**src/rtl/mrs_pkg.sv**
```systemverilog
package mrs_pkg;
    localparam int PC_W = 16;

    // Frame layout: mode at the top bit, then carry, zero, then return address.
    typedef struct packed {
        logic            mode;
        logic            carry;
        logic            zero;
        logic [PC_W-1:0] pc;
    } frame_t;

    typedef struct packed {
        logic [PC_W-1:0] pc;
        logic            zero;
        logic            carry;
        logic            mode;
    } steer_t;
endpackage

```
**src/rtl/mrs_pointer.sv**
```systemverilog
module mrs_pointer #(
    parameter int DEPTH = 8,
    localparam int PTR_W = $clog2(DEPTH + 1)
) (
    input  logic             clk,
    input  logic             rst_n,
    input  logic             push_req,
    input  logic             pop_req,
    output logic [PTR_W-1:0] level,
    output logic             full,
    output logic             empty,
    output logic             ovf,
    output logic             udf
);
    typedef struct packed {
        logic [PTR_W-1:0] level;
        logic             ovf;
        logic             udf;
    } ptr_state_t;

    ptr_state_t st_d, st_q;

    assign level = st_q.level;
    assign full  = (st_q.level == PTR_W'(DEPTH));
    assign empty = (st_q.level == '0);
    assign ovf   = st_q.ovf;
    assign udf   = st_q.udf;

    always_comb begin
        st_d = st_q;
        if (push_req) begin
            if (full) st_d.ovf   = 1'b1;
            else      st_d.level = st_q.level + PTR_W'(1);
        end else if (pop_req) begin
            if (empty) st_d.udf   = 1'b1;
            else       st_d.level = st_q.level - PTR_W'(1);
        end
    end

    always_ff @(posedge clk) begin
        if (!rst_n) st_q <= '0;
        else        st_q <= st_d;
    end
endmodule

```
**src/rtl/mrs_entry_store.sv**
```systemverilog
module mrs_entry_store
    import mrs_pkg::*;
#(
    parameter int DEPTH = 8,
    localparam int IDX_W = (DEPTH > 1) ? $clog2(DEPTH) : 1
) (
    input  logic             clk,
    input  logic             rst_n,
    input  logic             wr_en,
    input  logic [IDX_W-1:0] wr_idx,
    input  frame_t           wr_frame,
    input  logic [IDX_W-1:0] rd_idx,
    output frame_t           rd_frame
);
    frame_t slot_q [DEPTH];

    for (genvar g = 0; g < DEPTH; g++) begin : g_slot
        frame_t slot_d;
        always_comb begin
            slot_d = slot_q[g];
            if (wr_en && (wr_idx == IDX_W'(g))) slot_d = wr_frame;
        end
        always_ff @(posedge clk) begin
            if (!rst_n) slot_q[g] <= '0;
            else        slot_q[g] <= slot_d;
        end
    end

    assign rd_frame = slot_q[rd_idx];
endmodule

```
**src/rtl/mode_return_stack.sv**
```systemverilog
module mode_return_stack
    import mrs_pkg::*;
#(
    parameter int DEPTH = 8,
    localparam int PTR_W = $clog2(DEPTH + 1),
    localparam int IDX_W = (DEPTH > 1) ? $clog2(DEPTH) : 1
) (
    input  logic            clk,
    input  logic            rst_n,
    input  logic            call_i,
    input  logic            ret_i,
    input  logic [PC_W-1:0] tgt_pc_i,
    input  logic            tgt_mode_i,
    input  logic [PC_W-1:0] pc_i,
    input  logic            zero_i,
    input  logic            carry_i,
    input  logic            mode_i,
    output logic [PC_W-1:0] pc_o,
    output logic            zero_o,
    output logic            carry_o,
    output logic            mode_o,
    output logic            ovf_o,
    output logic            udf_o
);
    logic             do_push, do_pop;
    logic [PTR_W-1:0] level, level_m1;
    logic             full, empty;
    frame_t           push_frame, top_frame;
    steer_t           out_d, out_q;

    // Call takes priority over a return in the same cycle.
    assign do_push = call_i;
    assign do_pop  = ret_i & ~call_i;

    mrs_pointer #(.DEPTH(DEPTH)) u_ptr (
        .clk      (clk),
        .rst_n    (rst_n),
        .push_req (do_push),
        .pop_req  (do_pop),
        .level    (level),
        .full     (full),
        .empty    (empty),
        .ovf      (ovf_o),
        .udf      (udf_o)
    );

    assign level_m1 = level - PTR_W'(1);

    always_comb begin
        push_frame.mode  = mode_i;
        push_frame.carry = carry_i;
        push_frame.zero  = zero_i;
        push_frame.pc    = pc_i + PC_W'(1);
    end

    mrs_entry_store #(.DEPTH(DEPTH)) u_store (
        .clk      (clk),
        .rst_n    (rst_n),
        .wr_en    (do_push & ~full),
        .wr_idx   (level[IDX_W-1:0]),
        .wr_frame (push_frame),
        .rd_idx   (level_m1[IDX_W-1:0]),
        .rd_frame (top_frame)
    );

    always_comb begin
        out_d = out_q;
        if (do_push) begin
            out_d.pc    = tgt_pc_i;
            out_d.mode  = tgt_mode_i;
            out_d.zero  = zero_i;
            out_d.carry = carry_i;
        end else if (do_pop) begin
            if (empty) begin
                out_d = '0;
            end else begin
                out_d.pc    = top_frame.pc;
                out_d.mode  = top_frame.mode;
                out_d.zero  = top_frame.zero;
                out_d.carry = top_frame.carry;
            end
        end else begin
            out_d.pc    = pc_i + PC_W'(1);
            out_d.mode  = mode_i;
            out_d.zero  = zero_i;
            out_d.carry = carry_i;
        end
    end

    always_ff @(posedge clk) begin
        if (!rst_n) out_q <= '0;
        else        out_q <= out_d;
    end

    assign pc_o    = out_q.pc;
    assign zero_o  = out_q.zero;
    assign carry_o = out_q.carry;
    assign mode_o  = out_q.mode;
endmodule

```
**config.mk**
```make
export PLATFORM = sky130hd
export DESIGN_NAME = mode_return_stack
export DESIGN_NICKNAME = d
export VERILOG_FILES = /design/src/rtl/mrs_pkg.sv /design/src/rtl/mrs_pointer.sv /design/src/rtl/mrs_entry_store.sv /design/src/rtl/mode_return_stack.sv
export SDC_FILE = /design/constraint.sdc
export NUM_CORES = 1
export LEC_CHECK = 0
export CAP_MARGIN = 25
export CORE_ASPECT_RATIO = 1.75
export CORE_UTILIZATION = 55
export CTS_BUF_LIST = sky130_fd_sc_hd__clkbuf_8
export DETAILED_ROUTE_END_ITERATION = 10
export PLACE_DENSITY = 0.76
export SLEW_MARGIN = 0
export SYNTH_ARGS = -nofsm -noshare
export SYNTH_HDL_FRONTEND = slang
export SYNTH_SLANG_ARGS = --single-unit
```
**constraint.sdc**
```tcl
create_clock -name clk -period 3.3 [get_ports clk]
set_input_delay 0.825 -clock clk [delete_from_list [all_inputs] [get_ports clk]]
set_output_delay 0.825 -clock clk [all_outputs]
set_load 0.05 [all_outputs]
```
==> run_results.csv <==
group,metric,value,unit
synthesis,synth_top_area_cell,"sky130_fd_sc_hd__edfxtp_1",
cells_and_area,fill_cells,1047,
synthesis,synthArstFlopShare,0,%
sta,timing.fmax,372.8,MHz
place,routabilityCongestion,0.8505,
grt,groute.usage.overall,29.68,%
cells_and_area,layoutNonFillerInstCount,899,
sta,finalHoldViolCount,0,
critical_path,worstSetupPathType,"in -> reg",
synthesis,synth_seq_area_share,63.71,%
clock_tree,cts-hold-fix-buffers,0,
power_and_ir_drop,netSwitchingFraction,35.39,%
detailed_routing,drt_first_pass_iters,5,
clock_tree,sinks_on_the_clock_net,177,
grt,pin_count_of_the_biggest_net_entering_global_routing,43,
synthesis,ys_dominant_reg_cell,"sky130_fd_sc_hd__edfxtp_1",
critical_path,critical_path_arrival,3.04,ns
clock_tree,cts.clk_slew.worst_paths,0.09,ns
sta,finalCriticalPeriod,2.682,ns
place,pre_cts_ws,0.1929,ns
hold_path,min-delay-path-class,"reg -> reg",
detailed_routing,vias_per_cell,6.168,
cells_and_area,multi_input_area,2680,um^2
clock_tree,cts_tree,"done",
synthesis,synth_edf_count,152,
clock_tree,clock_tree.root_cell,"sky130_fd_sc_hd__clkbuf_8",
power_and_ir_drop,internal_pwr_total,0.004477,W
cells_and_area,final_antenna_diode_count,0,
detailed_routing,post_detailed_route_count_of_antenna_violating_nets,0,
cells_and_area,drive_above_1_share,17.73,%
detailed_routing,drt_iter0_drc,563,
critical_path,regToRegSetupSlack,0.82,ns
grt,number_of_global_route_vias_before_repair,5703,
power_and_ir_drop,leakagePower,3.425,nW
sta,final-setup-viol-count,0,
power_and_ir_drop,comb_power_share,36.0,%
synthesis,postSynthNetCount,675,
place,total_instance_count_after_detailed_placement,867,
sta,finalWorstSetupSlack,0.6178,ns
clock_tree,cts-htree-levels,4,
synthesis,synth_cell_type_count,48,
power_and_ir_drop,netSwitchingPower,0.002452,W
sta,setup_repair_after_global_routing_missed_its_margin,"no",
sta,tightest_slew,0.9574,ns
grt,global_route_wire_length_before_repair,31710,um
clock_tree,post_cts_buffers,0,
cells_and_area,design.final.nets,757,
sta,period_share,81.28,%
detailed_routing,routed_wire_length_per_instance,23.46,um
die,die_height,161.0,um
die,core_region_area,13980,um^2
die,io_pins,61,
power_and_ir_drop,clock_power_share,22.3,%
cells_and_area,final-seq-area,5066,um^2
detailed_routing,drc_errors,0,
clock_tree,clk_latency,0.46,ns
detailed_routing,routed_wl,21090,um
die,floorplan.rows,57,
power_and_ir_drop,irDropWorstVdd,0.0005744,V
cells_and_area,final_cell_mix,"sky130_fd_sc_hd__nor2_1, sky130_fd_sc_hd__edfxtp_1, sky130_fd_sc_hd__clkdlybuf4s50_1, sky130_fd_sc_hd__nand2_1, sky130_fd_sc_hd__buf_4",
cells_and_area,syn2layout_area_growth,17.23,%
synthesis,post_synth.cell_area_avg,12.68,um^2
place,portBuffers,60,
power_and_ir_drop,total_power,0.006929,W
sta,timing.final.max_slew_violations,0,
die,fp.dieW,92.89,um
synthesis,netlist.area_leader.share,57.41,%
outcome,run_status,"complete, no violations",
clock_tree,numCtsBuffers,17,
place,hpwl,13340,um
critical_path,cp_data_required_time,3.65,ns
die,effective_utilization_at_floorplan,56.87,%
synthesis,synth.yosys.warnings,0,
critical_path,setup.worst_path.end_class,"flip-flop",
die,die-area,14960,um^2
clock_tree,clockBufferDepth,2,
synthesis,syn_area,7950,um^2
synthesis,synth.top_cells.by_area,"sky130_fd_sc_hd__edfxtp_1, sky130_fd_sc_hd__mux4_2, sky130_fd_sc_hd__nor2_1, sky130_fd_sc_hd__dfxtp_1, sky130_fd_sc_hd__nand2_1",
sta,worst_skew,0.01097,ns
clock_tree,post_cts.resized_instances,0,
grt,grt_antenna_before_repair,0,
grt,global_route.overflow_total,0,
power_and_ir_drop,cellPowerDensity,743.4,nW/um^2
synthesis,synth-seq-cells,177,
power_and_ir_drop,sequentialPowerShare,41.6,%
critical_path,critical_path.startpoint_type,"input pin",
cells_and_area,final_area,9320,um^2
sta,worst_slew_margin_rel,35.71,%
critical_path,crit_fanout,9,
synthesis,number_of_instances_in_the_synthesized_netlist,627,
detailed_routing,route.vias.total,5545,
cells_and_area,layout.cells.most_common,"sky130_fd_sc_hd__nor2_1",
sta,total_negative_slack,0,ns
place,placed_cell_area,8910,um^2
flow_run,maxCapViolations,0,
==> metrics by stage <==
step	utilization, %	hold slack [ns]
floorplan	-	0.6741
global placement	63.74	0.4699
detailed placement	63.74	0.4974
CTS	66.68	0.5275
global route	66.68	0.5710
finish	66.68	0.5232
==> registers in the layout, indices dropped and copies added (netlist names) <==
register and cells:
u_store.slot_q 152, zero_o 1, carry_o 1, mode_o 1
u_ptr.udf 1, pc_o 16, u_ptr.ovf 1, u_ptr.level 4
==> worst max-delay path, stage by stage <==
cell and delay (ns):
sky130_fd_sc_hd__clkdlybuf4s50_1 0.56, sky130_fd_sc_hd__ha_1 0.25, sky130_fd_sc_hd__nand4_1 0.24, sky130_fd_sc_hd__nor4_1 0.43
sky130_fd_sc_hd__xnor2_1 0.37, sky130_fd_sc_hd__o21ai_1 0.16, sky130_fd_sc_hd__o21a_1 0.19
==> worst paths after layout <==
kind                                      from         to  cells after the start
worst max-delay path                   pc_i[1]   pc_o[14]                      7
worst min-delay path                 u_ptr.ovf  u_ptr.ovf                      2
worst max register to register  u_ptr.level[1]    pc_o[9]                      6
worst min register to register       u_ptr.ovf  u_ptr.ovf                      2
==> synth_stat cells (2+ instances only) <==
master	instances
sky130_fd_sc_hd__nor2_2	7
sky130_fd_sc_hd__and2_1	2
sky130_fd_sc_hd__a21oi_1	25
sky130_fd_sc_hd__o221a_2	2
sky130_fd_sc_hd__clkbuf_1	21
sky130_fd_sc_hd__edfxtp_1	152
sky130_fd_sc_hd__xor2_1	6
sky130_fd_sc_hd__o21a_1	7
sky130_fd_sc_hd__nor4_1	5
sky130_fd_sc_hd__nand2_1	54
sky130_fd_sc_hd__nand2b_1	2
sky130_fd_sc_hd__nand4_1	11
sky130_fd_sc_hd__buf_1	3
sky130_fd_sc_hd__dfxtp_1	25
sky130_fd_sc_hd__inv_1	9
sky130_fd_sc_hd__buf_2	11
sky130_fd_sc_hd__ha_1	8
sky130_fd_sc_hd__o21ai_1	2
sky130_fd_sc_hd__xnor2_1	13
sky130_fd_sc_hd__o21ai_0	10
sky130_fd_sc_hd__nor2_1	170
sky130_fd_sc_hd__buf_6	2
sky130_fd_sc_hd__mux4_2	38
sky130_fd_sc_hd__nor3_1	3
sky130_fd_sc_hd__a211oi_1	4
sky130_fd_sc_hd__nand3_1	13
==> final cells by class <==
type	count	share of cell area (%)
clock buffers	17	2.510
repair buffers	100	9.666
flip-flops and latches	177	54.36
well taps	177	2.376
clock inverters	15	1.893
multi-input cells	402	28.76
inverters	11	0.4430
==> power groups by stage <==
stage	clock network [W]	logic [W]	registers, W
floorplan	0	0.00165	0.00300
global route	0.00164	0.00267	0.00291
detailed placement	0	0.00250	0.00293
finish	0.00155	0.00250	0.00289
CTS	0.00155	0.00250	0.00288
global placement	0	0.00246	0.00291
==> layer usage <==
| metal | wire (um) | GRT usage (%) |
|---|---|---|
| met5 | 0 | 0 |
| met1 | 7213 | 33.50 |
| met3 | 1710 | 5.179 |
| met4 | 1048 | 17.69 |
| met2 | 11120 | 51.80 |
==> kinds of logic (layout without fill, tap and decap cells) <==
group / count (synthesis) / after routing / share of synthesized area [%]
adder cells (fa/ha/maj): 8 / 8 / 1.259
XOR/XNOR: 19 / 19 / 2.093
multiplexers: 39 / 39 / 10.89
buffers and inverters: 48 / 143 / 2.628
flip-flops: 177 / 177 / 63.71
AO/OA/AOI/OAI: 58 / 58 / 4.517
AND/OR/NAND/NOR: 278 / 278 / 14.90
No activity file was read; power rests on OpenSTA's default activity.
